==> src/rtl/eth_tx_pkg.sv <==
package eth_tx_pkg;

    typedef enum logic [2:0] {
        ST_IDLE,
        ST_PRE,
        ST_SFD,
        ST_HDR,
        ST_DATA,
        ST_FCS,
        ST_WAIT
    } tx_state_e;

    // Per-frame configuration, captured at frame start
    typedef struct packed {
        logic use_counter;
        logic lsb_first;
    } frame_cfg_t;

    localparam logic [7:0]  PRE_BYTE  = 8'h55;
    localparam logic [7:0]  SFD_BYTE  = 8'hD5;
    localparam int          PRE_LEN   = 7;
    localparam int          HDR_LEN   = 14;
    localparam int          FCS_LEN   = 4;
    localparam int          GAP_CLKS  = 48;
    localparam logic [31:0] CRC_SEED  = 32'hFFFF_FFFF;
    localparam logic [31:0] CRC_POLYR = 32'hEDB8_8320;

    // One byte of reflected CRC-32, data taken LSB first
    function automatic logic [31:0] crc32_byte(input logic [31:0] crc_in,
                                               input logic [7:0]  data);
        logic [31:0] c;
        c = crc_in;
        for (int b = 0; b < 8; b++) begin
            if (c[0] ^ data[b]) c = (c >> 1) ^ CRC_POLYR;
            else                c = c >> 1;
        end
        return c;
    endfunction

    // Header byte idx (0..13): destination, source, EtherType, MSB first
    function automatic logic [7:0] hdr_byte(input logic [47:0] dst,
                                            input logic [47:0] src,
                                            input logic [15:0] etype,
                                            input logic [3:0]  idx);
        logic [47:0] t;
        if (idx < 4'd6) begin
            t = dst >> (8 * (5 - int'(idx)));
        end else if (idx < 4'd12) begin
            t = src >> (8 * (11 - int'(idx)));
        end else begin
            t = {32'h0, etype} >> (8 * (13 - int'(idx)));
        end
        return t[7:0];
    endfunction

    // Byte idx (0..3) of a payload word in wire order
    function automatic logic [7:0] word_byte(input logic [31:0] word,
                                             input logic [1:0]  idx,
                                             input logic        lsb_first);
        logic [31:0] t;
        logic [1:0]  sel;
        sel = lsb_first ? idx : (2'd3 - idx);
        t   = word >> {sel, 3'b000};
        return t[7:0];
    endfunction

    function automatic tx_state_e next_tx(input tx_state_e s);
        case (s)
            ST_PRE:  return ST_SFD;
            ST_SFD:  return ST_HDR;
            ST_HDR:  return ST_DATA;
            ST_DATA: return ST_FCS;
            ST_FCS:  return ST_WAIT;
            default: return ST_IDLE;
        endcase
    endfunction

endpackage

==> src/rtl/eth_tx_fifo.sv <==
module eth_tx_fifo #(
    parameter int WIDTH = 32,
    parameter int DEPTH = 16
) (
    input  logic                       clk,
    input  logic                       rst,
    input  logic [WIDTH-1:0]           in_data,
    input  logic                       in_valid,
    output logic                       in_ready,
    input  logic                       pop,
    output logic [WIDTH-1:0]           out_data,
    output logic [$clog2(DEPTH+1)-1:0] level
);
    localparam int AW = $clog2(DEPTH);
    localparam int LW = $clog2(DEPTH + 1);

    logic [WIDTH-1:0] mem [DEPTH];
    logic [AW-1:0]    wr_ptr;
    logic [AW-1:0]    rd_ptr;
    logic             push;

    assign in_ready = (level != LW'(DEPTH));
    assign push     = in_valid && in_ready;
    assign out_data = mem[rd_ptr];

    always_ff @(posedge clk) begin
        if (push) mem[wr_ptr] <= in_data;
    end

    always_ff @(posedge clk) begin
        if (rst) begin
            wr_ptr <= '0;
            rd_ptr <= '0;
            level  <= '0;
        end else begin
            if (push) wr_ptr <= (wr_ptr == AW'(DEPTH - 1)) ? '0 : wr_ptr + 1'b1;
            if (pop)  rd_ptr <= (rd_ptr == AW'(DEPTH - 1)) ? '0 : rd_ptr + 1'b1;
            case ({push, pop})
                2'b10:   level <= level + 1'b1;
                2'b01:   level <= level - 1'b1;
                default: level <= level;
            endcase
        end
    end
endmodule

==> src/rtl/eth_tx_crc.sv <==
module eth_tx_crc
    import eth_tx_pkg::*;
(
    input  logic        clk,
    input  logic        rst,
    input  logic        init,
    input  logic        upd,
    input  logic [7:0]  data,
    output logic [31:0] crc
);
    always_ff @(posedge clk) begin
        if (rst || init)  crc <= CRC_SEED;
        else if (upd)     crc <= crc32_byte(crc, data);
    end
endmodule

==> src/rtl/eth_tx_word_src.sv <==
module eth_tx_word_src #(
    parameter int WIDTH = 32
) (
    input  logic             clk,
    input  logic             rst,
    input  logic             load,
    input  logic             use_counter,
    input  logic [WIDTH-1:0] fifo_data,
    output logic             fifo_pop,
    output logic [WIDTH-1:0] word
);
    logic [WIDTH-1:0] count;

    assign fifo_pop = load && !use_counter;

    always_ff @(posedge clk) begin
        if (rst) begin
            count <= '0;
            word  <= '0;
        end else if (load) begin
            word <= use_counter ? count : fifo_data;
            if (use_counter) count <= count + 1'b1;
        end
    end
endmodule

==> src/rtl/eth_rmii_tx.sv <==
module eth_rmii_tx
    import eth_tx_pkg::*;
#(
    parameter int          PAYLOAD_WORDS = 12,
    parameter int          FIFO_DEPTH    = 16,
    parameter logic [47:0] DST_MAC       = 48'h02_11_22_33_44_55,
    parameter logic [47:0] SRC_MAC       = 48'h02_AA_BB_CC_DD_EE,
    parameter logic [15:0] ETHER_TYPE    = 16'h88B5
) (
    input  logic        clk,
    input  logic        rst,
    input  logic        test_mode,
    input  logic        byte_swap,
    input  logic [31:0] s_tdata,
    input  logic        s_tvalid,
    output logic        s_tready,
    output logic [1:0]  txd,
    output logic        tx_en
);
    localparam int DATA_BYTES = 4 * PAYLOAD_WORDS;
    localparam int CNT_MAX    = (DATA_BYTES > GAP_CLKS) ? DATA_BYTES : GAP_CLKS;
    localparam int CNT_W      = $clog2(CNT_MAX);
    localparam int LVL_W      = $clog2(FIFO_DEPTH + 1);

    tx_state_e          state;
    logic [CNT_W-1:0]   cnt;
    logic [CNT_W-1:0]   last_idx;
    logic [1:0]         dib;
    frame_cfg_t         cfg_q;
    logic               cfg_counter;

    logic [LVL_W-1:0]   fifo_level;
    logic [31:0]        fifo_head;
    logic               fifo_pop;
    logic [31:0]        cur_word;
    logic [31:0]        crc;
    logic               start_ok;
    logic               byte_end;
    logic               load_word;
    logic [7:0]         cur_byte;
    logic [7:0]         shifted;
    logic [31:0]        fcs_word;

    assign cfg_counter = cfg_q.use_counter;
    assign start_ok    = test_mode || (fifo_level >= LVL_W'(PAYLOAD_WORDS));
    assign byte_end    = (dib == 2'd3);
    assign tx_en       = (state != ST_IDLE) && (state != ST_WAIT);

    // Payload buffer
    eth_tx_fifo #(.WIDTH(32), .DEPTH(FIFO_DEPTH)) u_fifo (
        .clk      (clk),
        .rst      (rst),
        .in_data  (s_tdata),
        .in_valid (s_tvalid),
        .in_ready (s_tready),
        .pop      (fifo_pop),
        .out_data (fifo_head),
        .level    (fifo_level)
    );

    // Word for the next four payload bytes: fetched at the end of the
    // last header byte and at each word boundary inside the payload
    assign load_word = byte_end &&
        (((state == ST_HDR)  && (cnt == CNT_W'(HDR_LEN - 1))) ||
         ((state == ST_DATA) && (cnt[1:0] == 2'd3) &&
          (cnt != CNT_W'(DATA_BYTES - 1))));

    eth_tx_word_src #(.WIDTH(32)) u_src (
        .clk         (clk),
        .rst         (rst),
        .load        (load_word),
        .use_counter (cfg_counter),
        .fifo_data   (fifo_head),
        .fifo_pop    (fifo_pop),
        .word        (cur_word)
    );

    // CRC over header and payload bytes, each folded in on its last dibit
    eth_tx_crc u_crc (
        .clk  (clk),
        .rst  (rst),
        .init (state == ST_PRE),
        .upd  (byte_end && ((state == ST_HDR) || (state == ST_DATA))),
        .data (cur_byte),
        .crc  (crc)
    );

    assign fcs_word = ~crc >> {cnt[1:0], 3'b000};

    always_comb begin
        case (state)
            ST_PRE:  cur_byte = PRE_BYTE;
            ST_SFD:  cur_byte = SFD_BYTE;
            ST_HDR:  cur_byte = hdr_byte(DST_MAC, SRC_MAC, ETHER_TYPE, cnt[3:0]);
            ST_DATA: cur_byte = word_byte(cur_word, cnt[1:0], cfg_q.lsb_first);
            ST_FCS:  cur_byte = fcs_word[7:0];
            default: cur_byte = 8'h00;
        endcase
    end

    always_comb begin
        case (state)
            ST_PRE:  last_idx = CNT_W'(PRE_LEN - 1);
            ST_SFD:  last_idx = '0;
            ST_HDR:  last_idx = CNT_W'(HDR_LEN - 1);
            ST_DATA: last_idx = CNT_W'(DATA_BYTES - 1);
            ST_FCS:  last_idx = CNT_W'(FCS_LEN - 1);
            default: last_idx = CNT_W'(GAP_CLKS - 1);
        endcase
    end

    assign shifted = cur_byte >> {dib, 1'b0};
    assign txd     = tx_en ? shifted[1:0] : 2'b00;

    always_ff @(posedge clk) begin
        if (rst) begin
            state <= ST_IDLE;
            cnt   <= '0;
            dib   <= '0;
            cfg_q <= '0;
        end else begin
            case (state)
                ST_IDLE: begin
                    if (start_ok) begin
                        state <= ST_PRE;
                        cnt   <= '0;
                        dib   <= '0;
                        cfg_q <= '{use_counter: test_mode, lsb_first: byte_swap};
                    end
                end
                ST_WAIT: begin
                    if (cnt == last_idx) begin
                        cnt <= '0;
                        dib <= '0;
                        if (start_ok) begin
                            state <= ST_PRE;
                            cfg_q <= '{use_counter: test_mode, lsb_first: byte_swap};
                        end else begin
                            state <= ST_IDLE;
                        end
                    end else begin
                        cnt <= cnt + 1'b1;
                    end
                end
                default: begin
                    dib <= dib + 1'b1;
                    if (byte_end) begin
                        if (cnt == last_idx) begin
                            cnt   <= '0;
                            state <= next_tx(state);
                        end else begin
                            cnt <= cnt + 1'b1;
                        end
                    end
                end
            endcase
        end
    end
endmodule

==> config.mk <==
export PLATFORM = sky130hd
export DESIGN_NAME = eth_rmii_tx
export DESIGN_NICKNAME = d
export VERILOG_FILES = /design/src/rtl/eth_tx_pkg.sv /design/src/rtl/eth_tx_fifo.sv /design/src/rtl/eth_tx_crc.sv /design/src/rtl/eth_tx_word_src.sv /design/src/rtl/eth_rmii_tx.sv
export SDC_FILE = /design/constraint.sdc
export NUM_CORES = 1
export LEC_CHECK = 0
export ABC_AREA = 1
export BUFFER_PORTS_ARGS = -buffer_cell sky130_fd_sc_hd__buf_4
export CAP_MARGIN = 20
export CORE_ASPECT_RATIO = 0.9
export CORE_UTILIZATION = 64
export DETAILED_ROUTE_END_ITERATION = 6
export PLACE_DENSITY = 0.85
export SYNTH_ARGS = -nofsm -noshare
export SYNTH_HDL_FRONTEND = slang
export SYNTH_SLANG_ARGS = --single-unit
export TNS_END_PERCENT = 100
==> constraint.sdc <==
create_clock -name clk -period 5.7 [get_ports clk]
set_clock_uncertainty 0.1 [all_clocks]
set_input_delay 0.57 -clock clk [delete_from_list [all_inputs] [get_ports clk]]
set_output_delay 0.57 -clock clk [all_outputs]
set_load 0.03 [all_outputs]
After elaboration in Yosys (flattened, before gate mapping)
Memory sizes are Yosys's and may differ from the RTL's. A register that Yosys moved wholly into a read port is not among the register bits.
Index checks and enable logic that the tools add are counted.

word-level totals
  memories kept = 1
  input bits = 37
  bits in writable memories = 512
  flip-flop bits (word level) = 122
  output and inout port bits = 4
  logic and storage cells = 145

operators by class
  order comparisons = 3
  add/subtract/negate cells = 11
  bitwise operators = 17
  shift operators = 6
  multiplexer cells = 53
  eq/ne operators = 19
  reduce and logical (&&, ||, !) cells = 24

memories
  memory      depth  width  rd ports  clocked after Yosys merged registers in  write ports  line               source
  u_fifo.mem  16     32     1         1                                        1            eth_tx_fifo.sv:17  logic [WIDTH-1:0] mem [DEPTH];

operator list
  kind                                                                  number
  32-bit two-way mux                                                    23
  13-bit inverter with 14-bit output                                    8
  42-bit by 32-bit >> shifter with 8-bit output (first input constant)  2
  32-bit by 5-bit >> shifter with 8-bit output                          2
  8-bit case mux with 5 select lines                                    1
  32-bit by 1-bit adder with 32-bit output (second input constant)      1
  32-bit inverter                                                       1
  16-bit by 32-bit >> shifter with 8-bit output (first input constant)  1
  6-bit case mux with 4 select lines                                    1
  6-bit two-way mux                                                     3
  4-bit two-way mux                                                     4
  8-bit two-way mux                                                     2
  3-bit case mux with 5 select lines                                    1
  2-bit two-way mux                                                     6
  3-bit two-way mux                                                     4
  6-bit case mux with 2 select lines                                    1
  5-bit case mux with 2 select lines                                    1
  4-bit by 4-bit subtractor with 5-bit output (first input constant)    2
  3-bit equality test (second input constant)                           3
  4-bit by 1-bit adder with 4-bit output (second input constant)        2
  4-bit equality test (second input constant)                           2
  1-bit logical AND                                                     8
  2-bit case mux with 2 select lines                                    2
  2-bit AND reduction                                                   4
  other kinds (29)                                                      48

Depth between registers and ports, before layout
Gate-level depths: netlist of run 1.

  depth after elaboration = 35
  gate-level depth with buffers = 21
  gate-level depth less buffers = 21

By module
A second synthesis of run 1 with hierarchy kept.

second synthesis, totals
  cell total of the unflattened synthesis = 3045
  area total of the unflattened synthesis = 29645.9 um^2

modules (own cells, without submodules)
  module           seq. area each (um^2)  cells each  area each (um^2)  instances
  eth_tx_fifo      15715.1                1752        21846.0           1
  eth_tx_word_src  1281.2                 507         3233.1            1
  eth_rmii_tx      260.2                  409         2304.7            1
  eth_tx_crc       640.6                  377         2262.2            1

Least setup slack after synthesis of run 1
OpenSTA, ideal clock, no wires.

  kind = register to register
  start = register cnt[1]
  end = register u_fifo.level[4]
  buffers on the path = 4
  cell stages (with the launch flop) = 21
  arrival = 3.165 ns
  period minus slack after synthesis = 3.335 ns
  library setup time = 0.070 ns
  data required time = 5.530 ns
  setup slack = 2.365 ns
  cells stage by stage = dfxtp_1 > buf_4 > inv_1 > buf_4 > ha_1 > nand3_1 > o21ai_2 > nand2_4 > nor2_1 > clkbuf_1 > buf_2 > ha_1 > inv_1 > fa_1 > inv_1 > a31oi_1 > inv_1 > o21ai_0 > a21oi_1 > o21ai_0 > a21oi_1

between the ends
  cells in the longest elaborated chain, start to end = 8
  elaborated cells on any way between the ends = 13
  those cells by class = eq/ne (5); mux (1); reduce/logical (7)

ends and longest elaborated chain
  item                                                                                   line                   source
  start, declared                                                                        eth_rmii_tx.sv:26      logic [CNT_W-1:0] cnt;
  start signal, assigned                                                                 eth_rmii_tx.sv:142     cnt <= cnt + 1'b1;
  start signal, assigned                                                                 eth_rmii_tx.sv:152     cnt <= cnt + 1'b1;
  2-bit equality test                                                                    eth_rmii_tx.sv:65      ((state == ST_DATA) && (cnt[1:0] == 2'd3) &&
  1-bit logical AND (2 in a row)                                                         eth_rmii_tx.sv:65
  1-bit logical OR *                                                                     eth_rmii_tx.sv:64      (((state == ST_HDR) && (cnt == CNT_W'(HDR_LEN - 1))) ||
  1-bit logical AND *                                                                    eth_rmii_tx.sv:63      assign load_word = byte_end &&
  1-bit logical AND *                                                                    eth_tx_word_src.sv:14  assign fifo_pop = load && !use_counter;
  net fifo_pop                                                                           eth_rmii_tx.sv:34      logic fifo_pop;
  2-bit by 1-bit equality test with 1-bit output or 2-bit equality test (tied branches)  eth_tx_fifo.sv:38      case ({push, pop})
  5-bit case mux with 2 select lines or 2-bit nonzero test (tied branches)               --
  end signal, assigned                                                                   eth_tx_fifo.sv:39      2'b10: level <= level + 1'b1;
  end signal, assigned                                                                   eth_tx_fifo.sv:40      2'b01: level <= level - 1'b1;
  end signal, assigned                                                                   eth_tx_fifo.sv:41      default: level <= level;
  end, declared                                                                          eth_tx_fifo.sv:12      output logic [$clog2(DEPTH+1)-1:0] level

Mark *: on every way through the listed nets, which the timed path passes. The rest lies on a longest branch.
A chain may end at the register's enable or synchronous reset.

Worst setup path after layout of run 1
  start = register cnt[0]
  end = output port txd[0]

between the ends
  cells in the longest elaborated chain, start to end = 7
  elaborated cells on any way between the ends = 17
  those cells by class = add/sub (4); order compare (2); shift (6); mux (5)

ends and longest elaborated chain
  item                                                                                                            line                                source
  4-bit by 4-bit subtractor with 5-bit output (on tied branches)                                                  eth_tx_pkg.sv:49, eth_tx_pkg.sv:51
  42-bit by 32-bit >> shifter with 8-bit output or 16-bit by 32-bit >> shifter with 8-bit output (tied branches)  eth_tx_pkg.sv:49, eth_tx_pkg.sv:51
  8-bit two-way mux                                                                                               eth_tx_pkg.sv:48                    end else if (idx < 4'd12) begin
  8-bit two-way mux                                                                                               eth_tx_pkg.sv:46                    if (idx < 4'd6) begin
  8-bit case mux with 5 select lines *                                                                            eth_rmii_tx.sv:91                   case (state)
  8-bit by 3-bit >> shifter with 2-bit output *                                                                   eth_rmii_tx.sv:112                  assign shifted = cur_byte >> {dib, 1'b0};
  2-bit two-way mux *                                                                                             eth_rmii_tx.sv:113                  assign txd = tx_en ? shifted[1:0] : 2'b00;
  end, declared                                                                                                   eth_rmii_tx.sv:17                   output logic [1:0] txd,

Every way passes the cells marked *; elsewhere a longest branch is shown, timed or not.

==> results of run 1 <==
## placed cells by master (no fill, tap or decap), drive strengths merged, types with 5 or more instances in the layout
cell	Yosys	final
a31oi	7	7
xor2	40	40
o211ai	42	42
mux2i	128	128
ha	21	21
inv	273	278
o221ai	9	9
xnor2	5	5
buf	43	76
nor2	145	145
nor3b	6	6
nor3	25	25
a221oi	12	12
clkinv	2	25
edfxtp	512	512
nand2	391	391
o22ai	32	32
dfxtp	126	126
a21oi	243	243
clkbuf	92	72
o21ai	345	345
bufinv	0	5
nand4	13	13
nand3	118	118
## through the flow
| step | setup slack, ns | instances | power [µW] | hold WS (ns) |
|---|---|---|---|---|
| after global placement | 1.98 | 3188 | 6610 | 0.354 |
| after floorplan | 2.37 | 2656 | 6270 | 0.344 |
| after CTS | 1.69 | 3296 | 10600 | 0.0855 |
| final | 1.67 | 3298 | 10600 | 0.115 |
| after detailed placement | 1.91 | 3188 | 6640 | 0.363 |
| after global routing | 1.40 | 3298 | 10900 | 0.107 |
## worst max-delay path: stages, from the launching register on
cell	delay, ns
dfxtp_1	0.57
nor2_1	0.76
nor2_1	0.11
nand2_1	0.09
nand2_1	0.06
a21oi_1	0.25
nand3_1	0.19
nand2_1	0.21
nand2_1	0.08
a32o_1	0.22
buf_4	0.16
## power by group through the flow
| stage | Sequential (µW) | Combinational [µW] | Clock (µW) |
|---|---|---|---|
| floorplan | 5240 | 1030 | 0 |
| global placement | 5270 | 1340 | 0 |
| detailed placement | 5270 | 1370 | 0 |
| CTS | 5180 | 1380 | 4010 |
| global route | 5190 | 1560 | 4190 |
| finish | 5180 | 1430 | 3980 |
## layer usage
metal | vias to the layer above | wire, µm | GRT usage [%]
met4 | 0 | 2970 | 13.5
li1 | 9352 | - | -
met3 | 207 | 7760 | 6.98
met5 | - | 0 | 0
met2 | 1159 | 33600 | 50.8
met1 | 9707 | 27800 | 43.7
## sequential cells by signal, indices dropped and copies added, names as in the netlist, named ones only
signal,cells
u_fifo.rd_ptr,4
state,3
u_src.word,32
cnt,6
u_fifo.mem,512
u_crc.crc,32
u_fifo.wr_ptr,4
dib,2
u_src.count,32
cfg_q,1
u_fifo.level,5
cfg_counter,1
## Yosys cell counts, types with 14 or more instances
| cell | instances | share of area [%] |
|---|---|---|
| nand2_1 | 357 | 4.7 |
| nor2_1 | 133 | 1.8 |
| mux2i_1 | 128 | 4.5 |
| buf_2 | 24 | 0.42 |
| a21oi_1 | 241 | 4.2 |
| o22ai_1 | 32 | 0.70 |
| xor2_1 | 39 | 1.2 |
| inv_1 | 264 | 3.5 |
| ha_1 | 21 | 0.93 |
| nand3_1 | 116 | 2.0 |
| clkbuf_1 | 92 | 1.2 |
| o21ai_0 | 330 | 5.8 |
| nor3_1 | 24 | 0.42 |
| dfxtp_1 | 126 | 8.9 |
| nand2_2 | 29 | 0.64 |
| edfxtp_1 | 512 | 54 |
| o21ai_1 | 14 | 0.25 |
| o211ai_1 | 42 | 1.1 |
## logic make-up after synthesis
family          count (synthesis)  share of synthesized area, %
flops                         638                          63.0
xor+xnor                       45                          1.41
fa+ha+maj                      22                         0.996
buf+inv                       410                          5.63
compound gates                703                          13.4
simple gates                  710                          11.1
mux                           128                          4.51
## final cells by class
type / count / area share (%)
clock inverter: 36 / 1.15
timing repair buffer: 76 / 1.97
sequential: 638 / 57.3
tap: 592 / 2.37
multi-input combinational: 1608 / 28.9
clock buffer: 72 / 5.07
inverter: 275 / 3.30
antenna: 1 / 0.00800
## worst max path at each step
| stage | slack, ns | end | cells after the start |
|---|---|---|---|
| 2_1_floorplan | 2.37 | u_fifo.level[4] | 20 |
| 3_3_place_gp | 1.98 | u_fifo.level[4] | 17 |
| 3_5_place_dp | 1.91 | u_fifo.level[4] | 17 |
| 4_1_cts | 1.69 | txd[0] | 10 |
| 5_1_grt | 1.40 | txd[1] | 11 |
| 6_report | 1.67 | txd[0] | 10 |
==> summary by stage, run 1 <==
Detailed routing
The first routing iteration left 2,664 violations. Dividing the detail-routed via count by the number of cells gives 6.19. The count of nets left with antenna violations once routing finished came out at 0.

The first-pass detailed-route iteration total is 6. The final layout contains routed wiring with a total length of 72.2 mm. Dividing the detail-routed wire length by the instance count gives 21.9 µm. The routed layout has 20,425 vias. The residual DRC count is 0.

Global route
Entering global routing, the biggest net connects 111 pins. Across every metal layer, demand over resource in global routing totals 32.2%. The first global-routing pass estimated 111 mm of wire. The number of antenna violations at the first check in global routing was 1. The via count of the first global-routing pass was 19,776.

The total congestion overflow is 0.

Clock network
Clock latency on the worst-skew pair, taken at its later pin, is 0.64 ns. The total of cells resized after clock tree synthesis is 0. The buffers inserted during post-CTS setup optimization is 0. The number of hold-repair buffers added at the cts stage is 0. The H-tree was split into 2 levels. The clock passes through at most 3 buffers.

TritonCTS created 58 clock buffers. TritonCTS built the clock tree. For this design, the sink count on the clock tree is 638. Clock-pin slew was measured on the worst setup and hold paths at 0.06 ns. The CTS root buffer is clkbuf_16.

Floorplan
The die height is 202 µm. Once the floorplan was initialized, standard cells occupied 65.5% of the core. In this run the standard cell core region covers 43,300 µm².

The floorplan step set the die width to 224 µm. Row generation in the floorplan step produced 72 rows. The die covers 45,200 µm². 41 I/O pins were placed.

Min path
The startpoint of the tightest hold check path is s_tdata[23]. The worst hold-check path type is input port to flop. The terminating pin of the worst hold path is u_fifo.mem[6][23].

The hold-critical path depth is 1.

Synth
The leading register cell type out of synthesis is edfxtp_1. The synthesized design contains 512 enable-type register cells. Yosys mapped the design onto 51 distinct sky130hd cell types.

The number of nets produced by synthesis is 2,715. The async set-reset flop share out of synthesis is 0%. For this run, the number of Yosys warnings is 0. For this run, the register share of the synthesized area comes to 63.0%. After technology mapping, the gate count stands at 2,656. The synthesized area per cell is 10.7 µm². Counting flops and latches in the post-synthesis netlist gives 638. The area of the mapped netlist is 28,400 µm².

Critical path
The launching element of the worst setup path is cnt[0]. In this run the critical register-to-register path is launched from cnt[1]. STA classifies the critical path endpoint as a primary output. For the worst setup path, the data required time is 5.03 ns. The worst setup path is launched from a flop. The worst register-to-register path has a setup slack of 1.84 ns. The endpoint of the lowest-slack register-to-register path is u_fifo.level[4]. Along the worst path, the maximum fanout reaches 24. The cell depth of the worst flop-to-flop path is 17.

The worst setup path is of the flop to primary output kind. Data arrives at the worst endpoint at 3.36 ns.

Pwr
In this run the static leakage power is 0.0109 µW. The power per cell area is 338 nW/µm². The net switching power figure is 2870 µW. The share of total power in the clock network is 37.6%. Cell internal power was estimated by the tool at 7710 µW. The worst supply voltage drop on vdd is 0.418 mV.

The switching power share of the total is 27.1%. The power share of the combinational group is 13.5%. In this run, flip-flops and latches consume 48.9% of the power.

Placed design
The detailed-placement wirelength estimate is 41.4 mm. The placement-stage cell area is 29,300 µm². The number of buffer cells added on primary ports is 40. The routability congestion estimate from global placement is 0.954.

Timing
After routing, the total negative slack on setup checks comes to 0 ns. The final number of max-transition violations came to 0. The maximum clock frequency is 248 MHz. Setup repair after global routing left no endpoint under its margin. The smallest clock period supported by the final layout is computed as 4.03 ns. The hold violation count in the final report is 0. In this run the tightest slew margin relative to its limit is 28.0%.

The worst-margin pin slew is 1.08 ns. The count of endpoints failing setup in the final report is 0. The post-route fraction of the period consumed by the critical path is 70.7%.

Outcome
The run finished with clean final reports.

Layout
After filler insertion, the fill cell instance count of the layout stands at 2,851. Summing all multi-input logic gate instances after layout gives 9030 µm². The final net count is 2,716. The sequential cells in the finished layout cover a total of 17,900 µm².

Of the cells placed in the final design, the portion with a size suffix greater than 1 is 9.50%. Compared with the post-synthesis result, the final layout area differs by 10.1%. The final non-filler cell area is 31,300 µm². The end-of-flow core utilization is 72.2%.

Job
The max capacitance violation total is 0.
Power figures use the tool's default switching activity.
==> run 2, diff against run 1 <==
--- a/config.mk
+++ b/config.mk
@@ -5,13 +5,13 @@
 export SDC_FILE = /design/constraint.sdc
 export NUM_CORES = 1
 export LEC_CHECK = 0
-export ABC_AREA = 1
+export ABC_AREA = 0
 export BUFFER_PORTS_ARGS = -buffer_cell sky130_fd_sc_hd__buf_4
 export CAP_MARGIN = 20
 export CORE_ASPECT_RATIO = 0.9
-export CORE_UTILIZATION = 64
+export CORE_UTILIZATION = 57
 export DETAILED_ROUTE_END_ITERATION = 6
-export PLACE_DENSITY = 0.85
+export PLACE_DENSITY = 0.8
 export SYNTH_ARGS = -nofsm -noshare
 export SYNTH_HDL_FRONTEND = slang
 export SYNTH_SLANG_ARGS = --single-unit
==> constraint.sdc (replaced) <==
create_clock -name clk -period 3.3 [get_ports clk]
set_clock_uncertainty 0.1 [all_clocks]
set_input_delay 0.33 -clock clk [delete_from_list [all_inputs] [get_ports clk]]
set_output_delay 0.33 -clock clk [all_outputs]
set_load 0.03 [all_outputs]
==> summary by stage, run 2 <==
Outcome
The flow ran to the end, but the final reports show violations. The checks that failed: DRC.

Layout
Relative to the synthesized area, the layout overhead comes to 16.1%. The most common cell after layout, fill and taps aside is edfxtp_1. In the layout the commonest cells are edfxtp_1, mux4_2, buf_4, nor2_1, dfxtp_1. The net count of the finished layout is 1,916.

The register with the highest flop count is u_fifo.mem. The flip-flop count of the largest register after layout is 512. The share of post-route cells with drive strength above 1 is 25.6%.

Pwr
The worst supply voltage drop on vdd is 0.632 mV. The analysis attributes to cell leakage a power of 0.0101 µW. The completed layout was analyzed and its total power is 17,700 µW. In this run the power density over the cells is 557 nW/µm².

Timing
At the pin with the least slew margin, the transition time is 0.833 ns. The hold violation count in the final report was 0. Of the available clock period, the critical path in the final layout requires 100%. The maximum clock frequency is 303 MHz. In this run the tightest slew margin relative to its limit is 44.4%.

The worst path meets setup with 0.0000930 ns of slack. The final sum of negative setup slack is 0 ns. The final number of max-transition violations is 0. The final hold slack is 0.266 ns.

The count of endpoints failing setup in the final report is 0. The post-layout minimum cycle time is 3.30 ns. Setup repair after global routing could not meet its margin everywhere.

Placed design
After legalization and detailed placement, the total HPWL measured 37.7 mm. The worst slack at placement is -0.0439 ns. The routability congestion estimate from global placement is 0.918. The number of buffer cells added on primary ports is 40.

Critical path
The class of the most critical setup path is flop to primary output. STA classifies the critical path endpoint as a primary output. The flop-to-flop setup slack is 0.07 ns. Data arrives at the worst endpoint at 2.87 ns. The critical register-to-register path startpoint is cnt[2]. The worst register-to-register path ends at u_fifo.level[4].

The cell depth of the worst flop-to-flop path is 14. In this run the worst path has a maximum fanout of 6. The endpoint of the worst setup timing path is txd[0]. The launching element of the worst setup path is cnt[2]. STA classifies the critical path startpoint as a flop.

The required time at the worst-slack endpoint is 2.87 ns.

Job
The max capacitance violation total is 0.

Detailed routing
After the first detailed-routing iteration, the DRC count stood at 1,625. The average routed wire per standard cell is 25.2 µm. For this run, design rule violations remaining after detail routing come to 3. The residual antenna-violating net count after detailed routing is 0. Summing over every cut layer, the via total after detailed routing is 16,149. In the routed layout, each cell is associated on average with a via count of 6.40. The first-pass detailed-route iteration total is 7. The post-detailed-routing wire length is 63.6 mm.

Global route
Entering global routing, the biggest net connects 74 pins. Global routing consumed, over all layers together, 26.6% of the routing resources. The via count of the first global-routing pass was 16,319. The first global-routing pass estimated 97.1 mm of wire. The total congestion overflow is 0. The number of antenna violations at the first check in global routing is 2.

Synth
The number of synthesized flops with an enable pin is 512. The synthesized area per cell is 15.9 µm². The library cell with the largest summed area after synthesis is edfxtp_1.

By count the netlist is led by edfxtp_1, mux4_2, nor2_1. The number of nets handed over by synthesis was 1,776. Summing every instance area after synthesis gives 27,400 µm². The total of warnings raised by yosys is 0.

The leading cell type by number of instances after synthesis is edfxtp_1. Synthesis instantiated 81 different standard cells from the library. The sequential element share of the synthesized area is 65.4%. The leading register cell type out of synthesis is edfxtp_1. Summed over its instances, the top area cell type makes up 56.2% of the synthesized netlist area. By area the synthesized netlist is led by edfxtp_1, mux4_2, dfxtp_1.

The synthesized flop and latch total is 638. The count of mapped cells out of synthesis is 1,717. The async set-reset flop share out of synthesis is 0%.

Clock network
The clock slew at the register clock pins of the worst setup and hold paths is 0.07 ns. The number of buffers added by the clock tree synthesis step is 59. The clock passes through at most 3 buffers. Clock tree synthesis selected as its root buffer the cell clkbuf_16.

At the later pin of the worst-skew pair, clock insertion delay measures 0.65 ns. The clock net in this run drives a total of 638 sinks. The level count of the clock H-tree is 2. The TritonCTS clock tree is done.

Min path
The tightest min-delay check is of the input port to flop type. The startpoint of the tightest hold check path is s_tvalid.

Floorplan
The width of the chip is 233 µm. Pin placement for this block handled 41 I/O pins. For this configuration, the core starts out at a cell density of 58.2%. After floorplanning, the core was sized to cover 47,000 µm².

The count of standard-cell rows is 75. The die covers 48,900 µm². The die is 210 µm tall.
-- run 2: logic make-up after synthesis --
kind of cell,Yosys count,synth area share (%)
AO/OA/AOI/OAI,274,7.03
XOR/XNOR,104,4.34
adder cells (fa/ha/maj),22,1.03
buffers and inverters,126,2.06
flip-flops,638,65.4
multiplexers,196,13.8
AND/OR/NAND/NOR,357,6.36
-- run 2: layer usage --
metal	part of all wire (%)	GRT usage (%)	up-vias
met5	0	0	-
met4	3.2	9.49	0
met3	7.1	3.64	137
met2	50	44.7	716
met1	39	35.8	8283
li1	-	-	7013
-- run 2: worst min path at each step --
stage                        to  slack, ns  depth (start not counted)
2_1_floorplan  u_fifo.mem[0][0]       0.33                          0
3_3_place_gp    u_src.count[16]       0.38                          2
3_5_place_dp    u_src.count[16]       0.39                          2
4_1_cts        u_fifo.wr_ptr[1]       0.25                          5
5_1_grt        u_fifo.wr_ptr[1]       0.29                          5
6_report       u_fifo.wr_ptr[1]       0.27                          5
-- run 2: repair_timing --
action,4_1_cts,5_1_grt
endpoints found under the hold margin,528,0
buffers inserted,3,13
gates resized for setup,13,55
hold buffers,35,0
endpoints found under the setup margin,4,17
pin swaps,3,21
-- run 2: worst max-delay path, cell delays in order (launching register included) --
cell and delay [ns]:
dfxtp_4 0.39, buf_6 0.13, ha_4 0.16, nor2b_2 0.15, o21ai_1 0.13, o31ai_1 0.11
a31oi_2 0.27, a21oi_1 0.11, or3_1 0.38, o21ai_1 0.11, o21ai_1 0.11, buf_4 0.18
-- run 2: through the flow --
step                      instances  area (µm²)  utilization [%]
after floorplan                1717       27400                -
final                          2524       31800             67.6
after CTS                      2509       31400             66.8
after global placement         2361       29100             61.9
after detailed placement       2361       29100             61.9
after global routing           2524       31800             67.6
-- run 2: power breakdown --
part | internal [µW] | switching (µW)
Sequential | 8780 | 89.5
Clock | 3650 | 2990
Combinational | 879 | 1300
Total | 13300 | 4380
-- run 2: cell type report --
class / instances / area [µm²]
sequential: 638 / 17900
fill: 2947 / 15300
multi-input combinational: 953 / 9320
timing repair buffer: 187 / 1790
clock buffer: 81 / 1640
tap: 616 / 771
clock inverter: 29 / 236
inverter: 18 / 72.6
antenna: 2 / 5.00
==> run 3, diff against run 2 <==
--- a/config.mk
+++ b/config.mk
@@ -11,7 +11,8 @@
 export CORE_ASPECT_RATIO = 0.9
 export CORE_UTILIZATION = 57
 export DETAILED_ROUTE_END_ITERATION = 6
-export PLACE_DENSITY = 0.8
+export PLACE_DENSITY = 0.73
+export SETUP_SLACK_MARGIN = 0.2
 export SYNTH_ARGS = -nofsm -noshare
 export SYNTH_HDL_FRONTEND = slang
 export SYNTH_SLANG_ARGS = --single-unit
==> summary by stage, run 3 (synthesized netlist as in run 2, its figures left out) <==
Critical path
The highest-delay cell along the critical path is dfxtp_4. The signal on the critical path passes through ha_4, xnor2_4, o2111ai_2, a311o_1, a2bb2oi_4, nor2_1, a21oi_1, o22ai_1, buf_4. Data on the critical path arrives at its endpoint at 2.81 ns. The category of the worst setup path capture point is a primary output.

Together, buffers and inverters on the worst path number 1. The critical path runs through a total of 9 cells. At the worst endpoint, the required time is 2.87 ns. For this run, the slowest stage of the critical path takes 0.41 ns. In this design, the largest share of critical-path delay is due to compound AO/OA/AOI/OAI gates. The element type at the critical path start is a flop. The top fanout value on the critical path is 7. The cell depth of the worst flop-to-flop path is 13. The class of the most critical setup path is flop to primary output.

Clock network
The total number of clock tree sinks is 638. The level count of the clock H-tree is 2. Counting along the longest clock path gives a buffer depth of 3. Clock-pin slew was measured on the worst setup and hold paths at 0.07 ns. The TritonCTS clock tree is done. The number of clock buffers added by TritonCTS is 60. The CTS root buffer is clkbuf_16. At the later pin of the worst-skew pair, clock insertion delay measures 0.65 ns.

Timing
After layout, the worst path uses 98.1% of the clock period. The final sum of negative setup slack is 0 ns. The hold violation count in the final report is 0. The maximum clock frequency is 309 MHz. Measured against its own limit, the worst slew margin works out to 24.9%.

Setup violations remaining at the end of the flow were counted as 0. Setup repair after global routing could not meet its margin everywhere. The final number of max-transition violations is 0. The post-layout minimum cycle time is 3.24 ns. The worst-margin pin slew is 1.13 ns.

Pwr
Summed over all cells, the static leakage comes to 0.0103 µW. Net switching is 24.2% of the power. The overall power is 18,500 µW. The net switching power figure is 4480 µW. The internal power contribution is 14,000 µW. In this run the power density over the cells is 572 nW/µm². The power share of the sequential group is 48.1%. The power share of the combinational group is 13.3%. Per report_power, the clock group accounts for 38.7% of the total.

Across the VDD grid, the largest voltage drop is 0.466 mV.

Floorplan
The count of standard-cell rows is 75. For this configuration, the core starts out at a cell density of 58.2%. The area of the core region is 47,000 µm².

The width of the chip is 233 µm. The die footprint is 48,900 µm². The top-level port count is 41.

Measured along the y axis, the die boundary spans 210 µm.

Layout
In the layout the commonest cells are edfxtp_1, mux4_2, buf_4, nor2_1, dfxtp_1. The number of antenna diodes in the final layout is 0. The register with the most flip-flops in the layout has 512 of them. In the final layout, the share of cells above drive strength 1 is 27.4%. Relative to the synthesized area, the layout overhead comes to 18.1%. The library cell used most frequently in the layout, excluding fill and tap cells, is edfxtp_1. After the last flow step, the layout net total stands at 1,934. Ranked by flip-flop count, first place goes to u_fifo.mem.

Global route
Entering global routing, the biggest net connects 71 pins. The number of antenna violations at the first check in global routing is 0. The total congestion overflow is 0. The via count of the first global-routing pass came to 15,918. The total global routing track utilization is 25.6%.

The first-pass GRT wire length is 93.9 mm.

Placed design
The wire-length estimate of the detail-placed layout is 35.2 mm. The number of buffer cells added on primary ports is 40. The congestion estimate from routability-driven global placement came to 0.910.

Min path
The worst hold path was traced through 2 stages. The worst hold-check path type is input port to flop.

Job
The max capacitance violation total is 0.

Detailed routing
The number of vias per cell after detailed routing is 6.30. The residual antenna-violating net count after detailed routing is 0. In this run, the number of DRC markers left after iteration 0 of detailed routing was 1,395. The post-detailed-routing wire length is 61.6 mm.

The number of vias after detailed routing is 16,024. For this run, design rule violations remaining after detail routing come to 0. The average routed wire per standard cell is 24.2 µm. The first-pass detailed-route iteration total is 5.

Outcome
The run finished with clean final reports.
## run 3: cell count changes in the layout (fill, tap and decap cells not counted), moves of 4 or more
cell | before | now
bufinv_16 | 2 | 9
buf_12 | 22 | 27
buf_4 | 124 | 129
buf_6 | 6 | 11
clkbuf_8 | 6 | 1
clkinv_2 | 9 | 13
xor2_1 | 50 | 46
## run 3: final cells by class
type / instances / area, µm²
Fill cell: 3002 / 14700
Multi-Input combinational cell: 953 / 9450
Sequential cell: 638 / 17900
Inverter: 18 / 72.6
Clock buffer: 76 / 1590
Timing Repair Buffer: 204 / 2030
Tap cell: 616 / 771
Clock inverter: 37 / 462
## run 3: metal layers
layer / GRT usage (%) / vias to the layer above / part of all wire (%)
met5: 0 / - / 0
met3: 3.33 / 136 / 6.4
met2: 42.5 / 624 / 50
met4: 8.11 / 0 / 2.9
li1: - / 7069 / -
met1: 35.6 / 8195 / 41
## run 3: worst paths after layout
kind,startpoint,end,slack (ns)
worst min-delay path,rst,dib[1],0.03
worst max-delay path,cnt[2],txd[1],0.06
worst max register to register,cnt[1],u_crc.crc[23],0.14
worst min register to register,u_fifo.level[4],u_fifo.level[4],0.41
## run 3: repair_timing
item / CTS / global route
pin swaps: 14 / 19
buffers inserted: 21 / 19
setup endpoints to repair: 22 / 28
resized for setup: 42 / 49
hold endpoints to repair: 514 / 0
hold buffers: 34 / 0
gates cloned: 1 / 0
## run 3: worst register-to-register path, delay by kind of cell, from the launching register on
kind	cells	cell delay, ns
AND/OR/NAND/NOR	5	0.93
XOR/XNOR	2	0.66
AO/OA/AOI/OAI	2	0.31
buffers and inverters	3	0.50
flip-flops	1	0.40
multiplexers	1	0.17
## run 3: through the flow
step	std cells	utilization, %	hold slack [ns]	cell area, µm²	setup slack, ns
after detailed placement	2354	61.9	0.396	29100	0.0353
final	2542	68.7	0.0263	32300	0.0629
after global placement	2354	61.9	0.380	29100	0.116
after floorplan	1717	-	0.329	27500	0.0987
after global routing	2542	68.7	0.0360	32300	0.0125
after CTS	2523	67.9	0.0165	31900	0.118
## run 3: power by group through the flow
stage / sequential [µW] / combinational (µW) / clock (µW)
CTS: 8870 / 2160 / 7230
finish: 8880 / 2450 / 7140
global route: 8880 / 2620 / 7520
global placement: 9030 / 1960 / 0
floorplan: 9000 / 1410 / 0
detailed placement: 9040 / 2010 / 0
